`config.mk`:
```
export PLATFORM = sky130hd
export DESIGN_NAME = dcs_chain_seq
export DESIGN_NICKNAME = d
export VERILOG_FILES = /design/src/rtl/dcs_pkg.sv /design/src/rtl/dcs_desc_buf.sv /design/src/rtl/dcs_slot_scan.sv /design/src/rtl/dcs_chain_seq.sv
export SDC_FILE = /design/constraint.sdc
export NUM_CORES = 1
export LEC_CHECK = 0
export BUFFER_PORTS_ARGS = -buffer_cell sky130_fd_sc_hd__buf_2
export CORE_UTILIZATION = 41
export DETAILED_ROUTE_END_ITERATION = 16
export PLACE_DENSITY_LB_ADDON = 0.1
export SLEW_MARGIN = 40
export SYNTH_ARGS = -nofsm -noshare
export SYNTH_HDL_FRONTEND = slang
export SYNTH_SLANG_ARGS = --single-unit
```
`constraint.sdc`:
```
create_clock -name clk -period 6 [get_ports clk]
set_input_delay 0.9 -clock clk [delete_from_list [all_inputs] [get_ports clk]]
set_output_delay 0.9 -clock clk [all_outputs]
set_load 0.01 [all_outputs]
```
`src/rtl/dcs_pkg.sv`:
```
package dcs_pkg;

    typedef enum logic [2:0] {
        ST_IDLE       = 3'd0,
        ST_FETCH_REQ  = 3'd1,
        ST_FETCH_DATA = 3'd2,
        ST_SCAN       = 3'd3,
        ST_WAIT_UNIT  = 3'd4,
        ST_XFER       = 3'd5,
        ST_WRITEBACK  = 3'd6
    } dcs_state_e;

endpackage

```
`src/rtl/dcs_desc_buf.sv`:
```
module dcs_desc_buf #(
    parameter int DATA_W    = 32,
    parameter int NUM_PAIRS = 7,
    parameter int IDX_W     = 4
) (
    input  logic              clk,
    input  logic              rst_n,
    input  logic              wr_en,
    input  logic [IDX_W-1:0]  wr_idx,
    input  logic [DATA_W-1:0] wr_data,
    output logic [DATA_W-1:0] hdr,
    output logic [DATA_W-1:0] pair_len [NUM_PAIRS],
    output logic [DATA_W-1:0] pair_ptr [NUM_PAIRS],
    output logic [DATA_W-1:0] next_ptr
);
    localparam int DESC_WORDS = 2 * NUM_PAIRS + 2;

    logic [DATA_W-1:0] words_d [DESC_WORDS];
    logic [DATA_W-1:0] words_q [DESC_WORDS];

    always_comb begin
        words_d = words_q;
        if (wr_en) begin
            words_d[wr_idx] = wr_data;
        end
    end

    always_ff @(posedge clk or negedge rst_n) begin
        if (!rst_n) begin
            for (int i = 0; i < DESC_WORDS; i++) begin
                words_q[i] <= '0;
            end
        end else begin
            words_q <= words_d;
        end
    end

    // Fixed word layout: header, then length/address per pair, then link.
    assign hdr      = words_q[0];
    assign next_ptr = words_q[DESC_WORDS-1];

    for (genvar k = 0; k < NUM_PAIRS; k++) begin : g_pair
        assign pair_len[k] = words_q[1 + 2*k];
        assign pair_ptr[k] = words_q[2 + 2*k];
    end

    // The write index always addresses an existing word.
    assert_idx_in_range_R2: assert property (@(posedge clk) disable iff (!rst_n)
        wr_en |-> (int'(wr_idx) < DESC_WORDS));

endmodule

```
`src/rtl/dcs_slot_scan.sv`:
```
module dcs_slot_scan #(
    parameter int DATA_W    = 32,
    parameter int NUM_PAIRS = 7,
    parameter int SLOT_W    = 3
) (
    input  logic [DATA_W-1:0] pair_len [NUM_PAIRS],
    input  logic [SLOT_W-1:0] cursor,
    output logic              found,
    output logic [SLOT_W-1:0] idx
);
    logic [NUM_PAIRS-1:0] cand;

    for (genvar k = 0; k < NUM_PAIRS; k++) begin : g_cand
        assign cand[k] = (|pair_len[k]) && (SLOT_W'(k) >= cursor);
    end

    // Lowest candidate slot wins.
    always_comb begin
        found = 1'b0;
        idx   = '0;
        for (int k = NUM_PAIRS - 1; k >= 0; k--) begin
            if (cand[k]) begin
                found = 1'b1;
                idx   = SLOT_W'(k);
            end
        end
    end

endmodule

```
`src/rtl/dcs_chain_seq.sv`:
```
module dcs_chain_seq
    import dcs_pkg::*;
#(
    parameter int ADDR_W    = 32,
    parameter int DATA_W    = 32,
    parameter int NUM_PAIRS = 7,
    parameter int NUM_IN    = 3,
    parameter int DONE_BIT  = 24,
    localparam int DESC_WORDS = 2 * NUM_PAIRS + 2,
    localparam int CNT_W      = $clog2(DESC_WORDS),
    localparam int BLEN_W     = $clog2(DESC_WORDS + 1),
    localparam int SLOT_W     = $clog2(NUM_PAIRS + 1)
) (
    input  logic              clk,
    input  logic              rst_n,
    input  logic              ptr_wr_en,
    input  logic [ADDR_W-1:0] ptr_wr_addr,
    input  logic              cfg_notify_each,
    input  logic              cfg_writeback,
    output logic              rd_req_valid,
    input  logic              rd_req_ready,
    output logic [ADDR_W-1:0] rd_req_addr,
    output logic [BLEN_W-1:0] rd_req_len,
    input  logic              rd_data_valid,
    input  logic [DATA_W-1:0] rd_data,
    input  logic              unit_done,
    output logic              xfer_valid,
    input  logic              xfer_ack,
    input  logic              xfer_err,
    output logic [SLOT_W-1:0] xfer_slot,
    output logic              xfer_dir,
    output logic [DATA_W-1:0] xfer_len,
    output logic [ADDR_W-1:0] xfer_addr,
    output logic              wb_valid,
    input  logic              wb_ready,
    output logic [ADDR_W-1:0] wb_addr,
    output logic [DATA_W-1:0] wb_data,
    output logic              irq,
    output logic              busy,
    output logic              err_valid,
    output logic [ADDR_W-1:0] err_addr
);

    typedef struct packed {
        dcs_state_e        state;
        logic [ADDR_W-1:0] base;
        logic [CNT_W-1:0]  beat;
        logic [SLOT_W-1:0] cursor;
        logic [SLOT_W-1:0] slot;
        logic              unit_seen;
        logic              each;
        logic              wb;
        logic              irq;
        logic              err_valid;
        logic [ADDR_W-1:0] err_addr;
    } ctl_t;

    ctl_t ctl_d, ctl_q;

    logic              buf_we;
    logic [DATA_W-1:0] desc_hdr;
    logic [DATA_W-1:0] desc_len [NUM_PAIRS];
    logic [DATA_W-1:0] desc_ptr [NUM_PAIRS];
    logic [DATA_W-1:0] desc_next;
    logic              scan_found;
    logic [SLOT_W-1:0] scan_idx;

    dcs_desc_buf #(
        .DATA_W    (DATA_W),
        .NUM_PAIRS (NUM_PAIRS),
        .IDX_W     (CNT_W)
    ) desc_buf_i (
        .clk      (clk),
        .rst_n    (rst_n),
        .wr_en    (buf_we),
        .wr_idx   (ctl_q.beat),
        .wr_data  (rd_data),
        .hdr      (desc_hdr),
        .pair_len (desc_len),
        .pair_ptr (desc_ptr),
        .next_ptr (desc_next)
    );

    dcs_slot_scan #(
        .DATA_W    (DATA_W),
        .NUM_PAIRS (NUM_PAIRS),
        .SLOT_W    (SLOT_W)
    ) slot_scan_i (
        .pair_len (desc_len),
        .cursor   (ctl_q.cursor),
        .found    (scan_found),
        .idx      (scan_idx)
    );

    logic link_zero;
    logic notify_now;
    assign link_zero  = (desc_next == '0);
    assign notify_now = ctl_q.each || link_zero;

    always_comb begin
        ctl_d           = ctl_q;
        ctl_d.irq       = 1'b0;
        ctl_d.unit_seen = ctl_q.unit_seen | unit_done;
        buf_we          = 1'b0;

        case (ctl_q.state)
            ST_IDLE: begin
                if (ptr_wr_en) begin
                    ctl_d.base      = ptr_wr_addr;
                    ctl_d.each      = cfg_notify_each;
                    ctl_d.wb        = cfg_writeback;
                    ctl_d.err_valid = 1'b0;
                    ctl_d.state     = ST_FETCH_REQ;
                end
            end
            ST_FETCH_REQ: begin
                if (rd_req_ready) begin
                    ctl_d.beat      = '0;
                    ctl_d.unit_seen = 1'b0;
                    ctl_d.state     = ST_FETCH_DATA;
                end
            end
            ST_FETCH_DATA: begin
                if (rd_data_valid) begin
                    buf_we = 1'b1;
                    if (ctl_q.beat == CNT_W'(DESC_WORDS - 1)) begin
                        ctl_d.cursor = '0;
                        ctl_d.state  = ST_SCAN;
                    end else begin
                        ctl_d.beat = ctl_q.beat + 1'b1;
                    end
                end
            end
            ST_SCAN: begin
                if (scan_found) begin
                    ctl_d.slot = scan_idx;
                    if ((scan_idx >= SLOT_W'(NUM_IN)) && !ctl_q.unit_seen) begin
                        ctl_d.state = ST_WAIT_UNIT;
                    end else begin
                        ctl_d.state = ST_XFER;
                    end
                end else if (notify_now && ctl_q.wb) begin
                    ctl_d.state = ST_WRITEBACK;
                end else begin
                    ctl_d.irq = notify_now;
                    if (link_zero) begin
                        ctl_d.state = ST_IDLE;
                    end else begin
                        ctl_d.base  = ADDR_W'(desc_next);
                        ctl_d.state = ST_FETCH_REQ;
                    end
                end
            end
            ST_WAIT_UNIT: begin
                if (ctl_q.unit_seen) begin
                    ctl_d.state = ST_XFER;
                end
            end
            ST_XFER: begin
                if (xfer_ack) begin
                    if (xfer_err) begin
                        ctl_d.err_valid = 1'b1;
                        ctl_d.err_addr  = xfer_addr;
                        ctl_d.irq       = 1'b1;
                        ctl_d.state     = ST_IDLE;
                    end else begin
                        ctl_d.cursor = ctl_q.slot + 1'b1;
                        ctl_d.state  = ST_SCAN;
                    end
                end
            end
            ST_WRITEBACK: begin
                if (wb_ready) begin
                    ctl_d.irq = 1'b1;
                    if (link_zero) begin
                        ctl_d.state = ST_IDLE;
                    end else begin
                        ctl_d.base  = ADDR_W'(desc_next);
                        ctl_d.state = ST_FETCH_REQ;
                    end
                end
            end
            default: ctl_d.state = ST_IDLE;
        endcase
    end

    always_ff @(posedge clk or negedge rst_n) begin
        if (!rst_n) begin
            ctl_q       <= '0;
            ctl_q.state <= ST_IDLE;
        end else begin
            ctl_q <= ctl_d;
        end
    end

    assign rd_req_valid = (ctl_q.state == ST_FETCH_REQ);
    assign rd_req_addr  = ctl_q.base;
    assign rd_req_len   = BLEN_W'(DESC_WORDS);
    assign xfer_valid   = (ctl_q.state == ST_XFER);
    assign xfer_slot    = ctl_q.slot;
    assign xfer_dir     = (ctl_q.slot >= SLOT_W'(NUM_IN));
    assign xfer_len     = desc_len[ctl_q.slot];
    assign xfer_addr    = ADDR_W'(desc_ptr[ctl_q.slot]);
    assign wb_valid     = (ctl_q.state == ST_WRITEBACK);
    assign wb_addr      = ctl_q.base;
    assign wb_data      = desc_hdr | (DATA_W'(1) << DONE_BIT);
    assign irq          = ctl_q.irq;
    assign busy         = (ctl_q.state != ST_IDLE);
    assign err_valid    = ctl_q.err_valid;
    assign err_addr     = ctl_q.err_addr;

    assert_rd_hold_R1: assert property (@(posedge clk) disable iff (!rst_n)
        rd_req_valid && !rd_req_ready |=> rd_req_valid && $stable(rd_req_addr));

    assert_xfer_hold_R3: assert property (@(posedge clk) disable iff (!rst_n)
        xfer_valid && !xfer_ack |=> xfer_valid && $stable(xfer_addr) && $stable(xfer_len));

    assert_no_empty_xfer_R3: assert property (@(posedge clk) disable iff (!rst_n)
        xfer_valid |-> (xfer_len != '0));

    assert_out_after_unit_R5: assert property (@(posedge clk) disable iff (!rst_n)
        xfer_valid && xfer_dir |-> ctl_q.unit_seen);

    assert_one_request_R6: assert property (@(posedge clk) disable iff (!rst_n)
        $onehot0({rd_req_valid, xfer_valid, wb_valid}));

    assert_wb_hold_R8: assert property (@(posedge clk) disable iff (!rst_n)
        wb_valid && !wb_ready |=> wb_valid && $stable(wb_addr));

    assert_irq_pulse_R8: assert property (@(posedge clk) disable iff (!rst_n)
        irq |=> !irq);

    assert_err_cause_R9: assert property (@(posedge clk) disable iff (!rst_n)
        $rose(err_valid) |-> $past(xfer_valid && xfer_ack && xfer_err));

endmodule

```
# Word-level counts from Yosys, hierarchy flattened
# Index checks and enable logic that the tools add are counted.
[classes]
addsub = 2
magnitude_cmp = 12
eq_ne = 19
n_mux = 60
bitwise_logic = 3
reduce_logical = 34
[op_table]
columns = ["cell", "n"]
rows = [
  ["512-bit bitwise mux", 1],
  ["32-bit 2-to-1 mux", 8],
  ["32-bit OR reduction", 7],
  ["32-bit binary-select mux with 3-bit select", 2],
  ["32-bit demux with 4-bit select", 1],
  ["32-bit case mux with 3 select lines", 1],
  ["35-bit 2-to-1 mux", 2],
  ["34-bit 2-to-1 mux", 2],
  ["3-bit 2-to-1 mux", 17],
  ["32-bit zero test", 1],
  ["3-bit case mux with 7 select lines", 1],
  ["1-bit 2-to-1 mux", 17],
  ["2-bit inequality test, second input constant", 8],
  ["1-bit logical AND", 10],
  ["5-bit AND reduction", 2],
  ["3-bit equality test, second input constant", 3],
  ["3-bit >= comparator, first input constant", 3],
  ["4-bit 2-to-1 mux", 2],
  ["2-bit by 1-bit inequality test with 1-bit output, second input constant", 4],
  ["4-bit case mux with 2 select lines", 1],
  ["4-bit AND reduction", 2],
  ["7-bit 2-to-1 mux", 1],
  ["7-bit AND reduction", 1],
  ["3-bit by 2-bit equality test with 1-bit output, second input constant", 2],
  ["other kinds (24)", 31],
]
[word_totals]
regBits = 594
in_bits = 75
wordCells = 157

# Logic depth before layout (Yosys ltp)
# Gate-level depths: netlist of run 1.
[depth]
depth_word = 14
mapped_depth = 10
ltp_nobuf = 8

# By module
# A second synthesis of run 1 with hierarchy kept.
[hier_totals]
cells_unflattened = 2063
hier_area_um2 = 27784.1
[modules_own_cells]
columns = ["module", "instances", "cells_each", "area_each_um2", "seq_area_each_um2"]
rows = [
  ["dcs_desc_buf", 1, 1133, 19100.8, 12812.3],
  ["dcs_chain_seq", 1, 835, 8084.0, 2052.0],
  ["dcs_slot_scan", 1, 95, 599.3, 0.0],
]

# Least setup slack after synthesis of run 1
# No wires, ideal clock.
[synth_timing]
path_kind = "register to output"
startpoint = "register ctl_q, in the netlist xfer_slot[0]"
endpoint = "output xfer_len[23]"
arrival_time_ns = 1.914
t_required_ns = 5.100
slack_ns = 3.186
path_stages_with_launch = 7
path_cell_list = "dfrtp_1 clkbuf_1 clkbuf_1 buf_2 mux4_2 nand2_1 o21ai_0"
[synth_between]
elab_chain_len = 4
[synth_lines]
columns = ["element", "line_no", "text"]
rows = [
  ["start: declaration", "dcs_chain_seq.sv:58", "ctl_t ctl_d, ctl_q;"],
  ["start signal: assignment", "dcs_chain_seq.sv:192", "ctl_q <= ctl_d;"],
  ["3-bit NOT with 4-bit output (not written as such)", "dcs_chain_seq.sv:202", "assign xfer_len = desc_len[ctl_q.slot];"],
  ["32-bit binary-select mux with 3-bit select", "dcs_chain_seq.sv:202", ""],
  ["32-bit 2-to-1 mux (not written as such) (2 in a row)", "dcs_chain_seq.sv:202", ""],
  ["end: declaration", "dcs_chain_seq.sv:32", "output logic [DATA_W-1:0] xfer_len,"],
]
# Every way passes these cells. The select of a mux whose other input is x is not followed.

# Worst setup path after layout of run 1
[layout_timing]
startpoint = "register ctl_q, in the netlist xfer_slot[1]"
endpoint = "output xfer_len[14]"
# The elaborated chain is that of the path after synthesis.

==> results.md, run 1 <==
- The count of nets left with antenna violations once routing finished came out at 0.
- Pin placement for this block handled ~280 I/O pins.
- In the post-synthesis netlist, the biggest area contributors are dfrtp_1 (53%), mux2_2 (24%), mux4_2 (5.2%), buf_4 (2.8%), mux2i_1 (2.4%).
- The count of input and output buffers is approximately 280.
- After synthesis the netlist holds a flip-flop and latch count of approximately 590.
- The clock-pin slew of the registers on the worst-case setup and hold paths is ~0.06 ns.
- The number of antenna violations at the first check in global routing is 6.
- The fraction of layout cells with a size suffix above 1 is 49.3%.
- Along the worst path, the maximum fanout reaches 78.
- Of the total synthesized cell area, the portion taken by XOR and XNOR cells is 0.0631%.
- The most frequently used flop master after synthesis is dfrtp_1.
- The worst-case headroom to the max-slew limit is between 40% and 50%.
- The clock tree root driver cell is clkbuf_16.
- After Yosys synthesis, full adders, half adders and majority gates account for less than 1% of the synthesized area.
- In the final timing run, aggregate negative setup slack is 0 ns.
- The share of power burned in registers is 38.0%.
- The synthesized netlist devotes under 10% of its cell area to compound gates.
- The total track usage is 22.1%.
- Measured against the total synthesized area, the mux share comes to approximately 33%.
- The most frequently used cell type in the post-synthesis netlist is dfrtp_1.
- The yosys synthesis warning count is 0.
- Clock latency on the worst-skew pair, taken at its later pin, is 0.60 ns.
- Gates resized during post-CTS repair numbered 0.
- For this configuration, the core starts out at a cell density of around two fifths.
- Dividing the final minimum period by the clock period gives about two thirds.
- The maximum number of pins on one net before global-route repair is approximately 150.
- In this run the critical register-to-register path is launched from desc_buf_i.next_ptr[5].
- The growth of design area from synthesis to finish is 14.3%.
- The internal portion of the total power is between 9 and 10 mW.
- The number of max-slew violations in the final report is 0.
- The run finished with clean final reports.
- STA classifies the critical path startpoint as a flop.
- The first-pass GRT wire length is 116000 microns.
- The die width is between 200 and 300 microns.
- The kind of path behind the tightest hold check is input port to async pin.
- On the worst path, the slowest cell contributes a delay of between 0.7 and 0.8 ns.
- Of all cell types, the one taking the most synthesized area is dfrtp_1.
- Synthesis handed over a netlist of ~2100 instances.
- The first TritonRoute pass finished after 5 iterations.
- The number of clock buffers inserted by TritonCTS is 71.
- The worst register-to-register path ends at rd_req_addr[0].
- Summed over all nets, the half-perimeter wirelength after detailed placement is about 48000 microns.
- The routed design has around 75000 microns of wire.
- The number of global-route vias before repair is ~18000.
- The critical path goes through buf_12 -> buf_12 -> mux2i_1 -> nor2_1 -> a21oi_1 -> o21ai_0 -> buf_2.
- The data arrival time at the worst-slack endpoint is about 3.2 ns.
- Counting cells, the worst reg-to-reg path comes to 8.
- The largest individual stage delay along the critical path comes from the cell dfrtp_4.
- The deepest level of the CTS H-tree is 3.
- The number of nets in the layout is 2285.
- After synthesis, the share of flip-flops with an asynchronous set or reset is 100%.
- The buffer count from post-CTS setup fixing is 0.
- The kind of critical path is flop to output port.
- The number of enable-type register cells in the synthesized netlist is 0.
- The core region is 0.0670 sq mm.
- The capturing element type of the critical path is an output port.
- For the worst setup path, the data required time is approximately 5.1 ns.
- The maximum vdd drop is around 0.00026 V.
- After floorplanning, the core was divided into 95 placement rows.
- By count the netlist is led by dfrtp_1 (593), mux2_2 (580), buf_4 (105).
- Net switching is ~33% of the power.
- After synthesis, the mean cell area works out to approximately 13 sq um.
- The final hold violation count came to 0.
- The clock sink total is ~600.
- The post-route clock skew is around 0.025 ns.
- The most numerous cell type found on the critical path is buf_12.
- The power per unit of standard cell area is 450 mW/mm^2.
- The maximum clock frequency is around 0.25 GHz.
- The number of violations of the max-capacitance limit is 0.
- At the pin with the least slew margin, the transition time is between 0.7 and 0.8 ns.
- For this run the aggregate overflow at the end of global routing stands at 0.
- The routed wire length per instance is between 20 and 25 microns.
- The post-synthesis share of cell area spent on and, or, nand and nor gates is 5.01%.
- After clock tree synthesis, the flow added hold-fix buffers numbering 0.
- TritonCTS built the clock tree.
- The top-area cell type share of the netlist area is between 50 and 60%.
- The overall die area is between 0.06 and 0.07 sq mm.
- The flop-to-flop setup slack is between 2 and 3 ns.
- The total leakage power is about 16 nW.
- The part of the power in combinational logic is 32.0%.
- The dominant combinational cell family by area after synthesis is multiplexers.
- Setup repair after global routing left no endpoint under its margin.
- The switching power total is roughly 4.7 mW.
- From bottom edge to top edge, the die measures around 260 microns.
- The total of endpoints with negative setup slack in the final report is 0.
- The cell area that synthesis handed to floorplanning was roughly 0.028 sq mm.
- The post-detailed-route DRC marker count is 0.
- In this run, distinct cell masters in the synthesized netlist total 45.
- Hold timing on the final database bottoms out at a slack of slightly above 0.3 ns.
- The via density per instance is 5.53.
- The number of fill cells in the layout is ~6000.
- The proportion of power drawn by the clock network is 30.0%.
- The longest clock path from root to sink contains 3 buffers.
- The weighted congestion reported at the end of routability-driven placement is around 0.85.
- After synthesis, flip-flops and latches occupy 53.4% of the total area.
- The time the final worst path needs with I/O delays and setup is 4.06 ns.
- The detailed router finished its first iteration with 962 violations.
- The number of antenna diodes in the final layout is 0.
- The routed layout has roughly 17000 vias.
[registers in the layout, summed over array words and instances, names as in the netlist]
register and cells:
ctl_q 13, err_valid 1, desc_buf_i.next_ptr 32, xfer_slot 3, desc_buf_i.hdr 31, desc_buf_i.pair_ptr 224
desc_buf_i.pair_len 224, err_addr 32, rd_req_addr 32, irq 1
[power groups by stage]
stage / Sequential (mW) / Clock (mW) / Combinational (mW)
6_report: 5.43 / 4.29 / 4.58
5_1_grt: 5.55 / 4.60 / 4.93
4_1_cts: 5.43 / 4.41 / 4.65
3_5_place_dp: 5.50 / 0 / 4.63
3_3_place_gp: 5.50 / 0 / 4.47
2_1_floorplan: 5.30 / 0 / 3.40
[cell families (layout without fill, tap and decap cells)]
| family | after synthesis | in the layout |
|---|---|---|
| other | 2 | 6 |
| muxes | 741 | 741 |
| buffers and inverters | 261 | 445 |
| xor gates and xnor gates | 2 | 2 |
| DFF | 593 | 593 |
| AOI/OAI and AO/OA | 173 | 173 |
| adders and majority gates | 6 | 6 |
| and+or+nand+nor | 291 | 291 |
[area by class of cell]
cell class	count	area, sq um	share of cell area, %
multi-input cells	1219	11600	36.5
repair buffers	308	1830	5.75
flip-flops and latches	593	14800	46.8
well taps	873	1090	3.44
clock buffers	110	2170	6.83
clock inverters	16	176	0.556
inverters	11	46.3	0.146
[placed cells by master (no fill, tap or decap), types with 18 or more instances in the layout]
cell type	netlist	layout
mux2_4	30	30
a21oi_1	76	76
buf_4	105	20
mux4_2	64	64
mux2i_1	67	67
clkbuf_8	0	18
clkbuf_1	67	18
nor2_1	85	84
dfrtp_1	593	591
nand2_1	90	83
o21ai_0	74	74
mux2_2	580	580
buf_2	19	274
nor4_1	65	64
clkbuf_16	0	74
[critical path, delay by kind of cell, from the launching register on]
kind / cells / cell delay, ns
multiplexers: 1 / 0.17
AO/OA/AOI/OAI: 2 / 0.45
AND/OR/NAND/NOR: 1 / 0.11
flip-flops: 1 / 0.74
buffers and inverters: 3 / 0.94
[per-stage QoR]
stage          total power [mW]  setup slack (ns)  cells  utilization (%)  instance area (sq um)
3_3_place_gp               9.98              2.23   2998             43.6                  29200
3_5_place_dp               10.1              2.52   3003             43.8                  29400
4_1_cts                    14.5              1.88   3129             47.3                  31700
5_1_grt                    15.1              1.79   3130             47.4                  31800
6_report                   14.3              1.94   3130             47.4                  31800
2_1_floorplan              8.70              3.19   2073                -                  27800
[worst max-delay path by stage]
| stage | startpoint | endpoint | depth (start not counted) |
|---|---|---|---|
| floorplan | xfer_slot[0] | xfer_len[23] | 6 |
| global placement | xfer_slot[1] | xfer_len[20] | 5 |
| detailed placement | xfer_slot[0] | xfer_len[17] | 7 |
| CTS | xfer_slot[0] | xfer_len[17] | 7 |
| global route | xfer_slot[1] | xfer_addr[2] | 7 |
| finish | xfer_slot[1] | xfer_len[14] | 7 |
[layer usage]
| layer | vias to the layer above | GRT usage, % | wire length (microns) |
|---|---|---|---|
| met5 | - | 0 | 13 |
| met4 | 2 | 7.44 | 1980 |
| met3 | 108 | 3.73 | 3440 |
| met2 | 374 | 36.0 | 35900 |
| met1 | 9166 | 29.8 | 33900 |
| li1 | 7658 | - | - |
Power figures use the tool's default switching activity.
==> run 2: changes to the inputs <==
clock period = 3.83 ns   (was 6 ns; I/O delays follow)
==> results.md, run 2 (synthesized netlist as in run 1, its figures left out) <==
- The run finished with clean final reports.
- In this run the worst hold path is classified as input port to flop.
- Data on the critical path arrives at its endpoint at about 3 ns.
- The maximum number of pins on one net before global-route repair is between 70 and 80.
- The clock latency on the worst-skew pair is ~0.60 ns.
- For this block, the routed nets add up to ~75000 microns of wire.
- The floorplan step set the die height to 262 microns.
- The die width is 262 microns.
- The post-route clock skew is ~0.015 ns.
- The highest cell delay on the worst timing path is ~0.96 ns.
- The number of antenna repair diodes is 0.
- For the pin with the worst max-slew slack, the measured transition is 0.827 ns.
- The weighted congestion reported at the end of routability-driven placement is between 0.8 and 0.9.
- Along the worst path, the maximum fanout reaches 45.
- In the final layout, the share of cells above drive strength 1 is between 40% and 50%.
- The time the final worst path needs with I/O delays and setup is 3.54 ns.
- Once the clock tree was built, the setup fixing pass inserted 0 buffers.
- Leaving out fill and tap cells, the most frequent cells in the layout are dfrtp_1 (591), mux2_2 (580), buf_2 (274), nor2_1 (84), nand2_1 (82).
- The worst pin sits at a relative slew slack of ~44%.
- For the worst setup path, the data required time is 3.26 ns.
- The sum of negative setup slack is 0 ns.
- Using the TritonRoute via totals, the vias-per-cell ratio works out to around 5.5.
- Counting instances, the worst hold path has a depth of 3.
- The global route total overflow is 0.
- The starting utilization of the core area is 41.4%.
- The number of clock buffers inserted by TritonCTS is 70.
- In this run the power density over the cells is roughly 700 mW/mm^2.
- The root buffer cell chosen for the clock tree is clkbuf_16.
- In the final design database the tool counted ~2300 nets.
- The number of fill cells in the layout is approximately 6100.
- The worst setup path is captured at an output port.
- Leaving out fill and tap cells, the most frequent cell in the layout is dfrtp_1.
- The largest delay contributor family on the critical path is flip-flops.
- The first global-routing pass estimated 116000 microns of wire.
- In the global route stage, overall resource usage came out at 22.0%.
- The type of element launching the critical path is a flop.
- Based on the critical path, the design can be clocked at up to roughly 0.28 GHz.
- Setup repair after global routing left no endpoint under its margin.
- In this run the core area contains 95 standard-cell rows.
- The slowest library cell on the worst path is dfrtp_4.
- The number of buffers and inverters on the critical path is 2.
- The total number of cells along the worst setup path is 6.
- TritonCTS built the clock tree.
- The worst hold slack after final layout is ~0.23 ns.
- The detailed placement HPWL is a little under 50000 microns.
- Port buffering added 275 buffers.
- The power consumption is between 20 and 25 mW.
- After the first detailed-routing iteration, the DRC count stood at slightly below 900.
- The remaining number of nets flagged by the antenna check after routing is 0.
- The clock passes through at most 3 buffers.
- The boundary pin count is between 200 and 300.
- The maximum vdd drop is between 0.0003 and 0.0004 V.
- The clock-pin slew of the registers on the worst-case setup and hold paths is ~0.060 ns.
- The number of vias after detailed routing is between 15000 and 20000.
- Max-cap violations in this run came to 0.
- Summed over all cells, the static leakage comes to between 15 and 20 nW.
- The total of endpoints with negative setup slack in the final report is 0.
- For this design, the sink count on the clock tree is approximately 590.
- The number of max-slew violations in the final report came to 0.
- Compared with the post-synthesis result, the final layout area differs by 14.2%.
- The final hold violation count is 0.
- The pre-antenna-repair detailed-routing pass consisted of 5 iterations.
- The H-tree was split into 3 levels.
- The signal on the critical path passes through buf_4 -> mux2i_1 -> nor2_1 -> a21oi_1 -> o21ai_0 -> buf_2.
- The number of antenna violations at the first check in global routing came to 7.
- The die covers around 0.069 sq mm.
- In the routed design, unresolved DRC markers number 0.
- The number of global-route vias before repair was about 18000.
- The kind of critical path is flop to output port.
- The depth of the most critical reg-to-reg path is 8.
- The final period utilization is around 90%.
- The routed wire length per instance is ~24 microns.
- The floorplan step defined a core boundary enclosing 0.0670 sq mm.
run 2: repair_timing:
item | CTS | global route
hold buffers | 1 | 0
gates resized for setup | 0 | 0
hold endpoints to repair | 38 | 0
run 2: final timing paths:
| kind | startpoint | endpoint | slack (ns) |
|---|---|---|---|
| worst max-delay path | xfer_slot[1] | xfer_len[0] | 0.29 |
| worst min-delay path | unit_done | ctl_q[36] | 0.23 |
| worst max register to register | desc_buf_i.pair_len[145] | rd_req_addr[7] | 0.67 |
| worst min register to register | err_valid | err_valid | 0.49 |
| max in group asynchronous | rst_n | desc_buf_i.pair_ptr[130] | 2.22 |
| min in group asynchronous | rst_n | rd_req_addr[17] | 0.51 |
run 2: layer usage:
metal	global-route usage, %	vias up	share of wire, %
li1	-	7689	-
met1	29.5	9144	45
met2	37.1	338	49
met3	3.12	91	3.4
met4	6.84	0	2.3
met5	0	-	0
run 2: power breakdown:
part | internal, mW | total, mW | leakage, nW | switching, mW
Clock | 3.76 | 6.37 | 1.08 | 2.61
Combinational | 3.37 | 7.04 | 6.78 | 3.67
Sequential | 7.56 | 8.56 | 8.07 | 0.999
Total | 14.7 | 22.0 | 15.9 | 7.27
run 2: final cells by class:
| class | instances | area (sq um) | share of cell area [%] |
|---|---|---|---|
| timing repair buffer | 323 | 1950 | 6.15 |
| multi-input combinational | 1219 | 11600 | 36.5 |
| clock inverter | 17 | 105 | 0.331 |
| inverter | 11 | 43.8 | 0.138 |
| sequential | 593 | 14800 | 46.8 |
| clock buffer | 108 | 2090 | 6.58 |
| tap | 873 | 1090 | 3.44 |
run 2: tightest hold or removal path: cells and delay by family:
kind,cells,cell delay (ns)
AND/OR/NAND/NOR,2,0.11
buffers and inverters,1,0.09
run 2: metrics by stage:
step | util [%] | cells | cell area [sq um] | worst slack [ns]
after detailed placement | 44.0 | 3018 | 29500 | 0.788
after floorplan | - | 2073 | 27800 | 1.34
after global routing | 47.3 | 3144 | 31700 | 0.129
after CTS | 47.3 | 3144 | 31700 | 0.182
final | 47.3 | 3144 | 31700 | 0.286
after global placement | 43.9 | 3016 | 29500 | 0.590
==> run 3: changes to the inputs <==
==> constraint.sdc (replaced) <==
create_clock -name clk -period 3.83 [get_ports clk]
set_input_delay 0.383 -clock clk [delete_from_list [all_inputs] [get_ports clk]]
set_output_delay 0.383 -clock clk [all_outputs]
set_load 0.01 [all_outputs]
==> results.md, run 3 (synthesized netlist as in run 1, its figures left out) <==
- The most common cell after layout, fill and taps aside is dfrtp_1.
- TritonCTS created around 70 clock buffers.
- The power consumption is 22.1 mW.
- The run finished with clean final reports.
- STA puts the critical path data required time at ~3.5 ns.
- The number of gates resized after CTS was 0.
- The sum of negative setup slack is 0 ns.
- The flop-to-flop setup slack is 0.76 ns.
- The detailed-router iteration count before antenna repair is 4.
- The total track usage is approximately 22%.
- The final period utilization is between 80% and 90%.
- The maximum clock frequency is 0.310 GHz.
- The reg-to-reg critical path endpoint is rd_req_addr[2].
- The first global-routing pass estimated 118000 microns of wire.
- The number of nets in the layout is 2302.
- The clock latency on the worst-skew pair is ~0.6 ns.
- The via density per instance is between 5 and 6.
- The worst setup path is launched from a flop.
- The number of DRC markers after the initial detailed-route iteration is slightly above 800.
- Setup violations remaining at the end of the flow were counted as 0.
- Detailed routing inserted a total of roughly 17000 vias.
- The count of input and output buffers is 275.
- The deepest level of the CTS H-tree is 3.
- The worst-case clock buffer depth is 3.
- The beginning of the worst register-to-register path is desc_buf_i.pair_len[128].
- Max-cap violations in this run came to 0.
- Measured along the x axis, the die boundary spans ~260 microns.
- Across the routed clock network, the largest skew measured is 0.0214 ns.
- During I/O placement, the number of pins put on the boundary was about 280.
- Per report_power, the sequential group accounts for between 30 and 40% of the total.
- The slew at the pin with the worst max-slew slack is 0.842 ns.
- The overall die area is just under 0.07 sq mm.
- The worst setup path is of the flop to output port kind.
- The hold path depth is 2.
- The switching power total is slightly above 7 mW.
- After detailed routing, the average wire length per cell comes to 24.0 microns.
- The buffer count from post-CTS setup fixing is 0.
- The final design utilization is 47.4%.
- Of the total power, the share spent switching nets is approximately a third.
- In the layout the commonest cells are dfrtp_1 (591), mux2_2 (580), buf_2 (274), nor2_1 (84), nand2_1 (80).
- In the routed design, unresolved DRC markers number 0.
- The worst-case headroom to the max-slew limit is 43.7%.
- The number of antenna violations at the first check in global routing came to 1.
- The worst hold slack after final layout is between 0.03 and 0.04 ns.
- The time the final worst path needs with I/O delays and setup is 3.22 ns.
- TritonCTS built the clock tree.
- Across the VDD grid, the largest voltage drop is around 0.00035 V.
- The worst hold path begins at cfg_writeback.
- Routability-driven placement finished with a final weighted congestion of 0.871.
- The part of the power in combinational logic is 32.1%.
- The initial utilization of the core area, before any placement, comes to between 40% and 50%.
- The largest fanout of any net on the critical path is 37.
- Setup repair after global routing left no endpoint under its margin.
- Summed over all layers, the global routing overflow is 0.
- The growth of design area from synthesis to finish is 14.4%.
- The proportion of power drawn by the clock network is between 20% and 30%.
- The y dimension of the die is 262 microns.
- The detailed placement HPWL is roughly 50000 microns.
- The min-delay analysis places its worst path in the category input port to flop.
- Row generation in the floorplan step produced between 90 and 100 rows.
- The clock tree root driver cell is clkbuf_16.
- The worst setup path is captured at an output port.
- The clock sink total is a little under 600.
- The cts-stage hold buffer count is 2.
- The total leakage power is 16.0 nW.
- The number of global-route vias before repair is roughly 18000.
- Clock-pin slew was measured on the worst setup and hold paths at approximately 0.060 ns.
- For this design the ratio of total power to cell area is 695 mW/mm^2.
- Once detail routing completed, the nets flagged for antenna violations numbered 0.
- The fraction of layout cells with a size suffix above 1 is between 40% and 50%.
- The depth of the most critical reg-to-reg path is 8.
- The floorplan step defined a core boundary enclosing about 0.067 sq mm.
- The path with the worst hold slack has its endpoint at ctl_q[34].
- The number of max-slew violations in the final report is 0.
- The internal power consumption is ~15 mW.
- The wire length reported by the detailed router is between 70000 and 80000 microns.
- Entering global routing, the biggest net connects 84 pins.
- Data arrives at the worst endpoint at 2.84 ns.
- The final hold violation count came to 0.
[run 3: critical path, cell delays in order, from the launching register on]
cell and delay, ns:
dfrtp_4 0.62, nor2_4 0.38, buf_12 0.29, buf_4 0.22
a21oi_1 0.11, o21ai_0 0.37, buf_2 0.23
[run 3: through the flow]
stage | area [sq um] | instances | setup slack, ns
4_1_cts | 31800 | 3144 | 0.541
3_5_place_dp | 29500 | 3021 | 0.694
2_1_floorplan | 27800 | 2073 | 1.53
3_3_place_gp | 29400 | 3018 | 0.652
5_1_grt | 31800 | 3144 | 0.497
6_report | 31800 | 3145 | 0.607
[run 3: final cells by class]
class | instances | area, sq um
fill | 6017 | 35300
timing repair buffer | 327 | 1940
antenna | 1 | 2.50
tap | 873 | 1090
multi-input combinational | 1219 | 11600
inverter | 11 | 43.8
clock inverter | 14 | 95.1
clock buffer | 107 | 2150
sequential | 593 | 14800
[run 3: worst max path at each step]
stage / to / slack [ns] / startpoint / cells after the start
finish: xfer_len[0] / 0.61 / xfer_slot[1] / 6
global route: xfer_len[0] / 0.50 / xfer_slot[1] / 6
CTS: xfer_len[0] / 0.54 / xfer_slot[1] / 6
detailed placement: rd_req_addr[0] / 0.69 / desc_buf_i.next_ptr[7] / 8
global placement: rd_req_addr[0] / 0.65 / desc_buf_i.next_ptr[7] / 8
floorplan: xfer_len[23] / 1.53 / xfer_slot[0] / 6
[run 3: power groups by stage]
stage / clock (mW) / sequential [mW] / combinational [mW]
2_1_floorplan: 0 / 8.31 / 5.33
3_3_place_gp: 0 / 8.56 / 7.09
3_5_place_dp: 0 / 8.62 / 7.19
4_1_cts: 6.68 / 8.52 / 7.21
5_1_grt: 6.95 / 8.71 / 7.65
6_report: 6.48 / 8.53 / 7.09
[run 3: per-layer routing]
layer	routed length [microns]	up-vias	track usage (%)
met1	34500	9081	30.5
met3	2510	75	2.98
met5	0	-	0
met2	37400	295	37.9
met4	1150	0	5.41
li1	-	7699	-
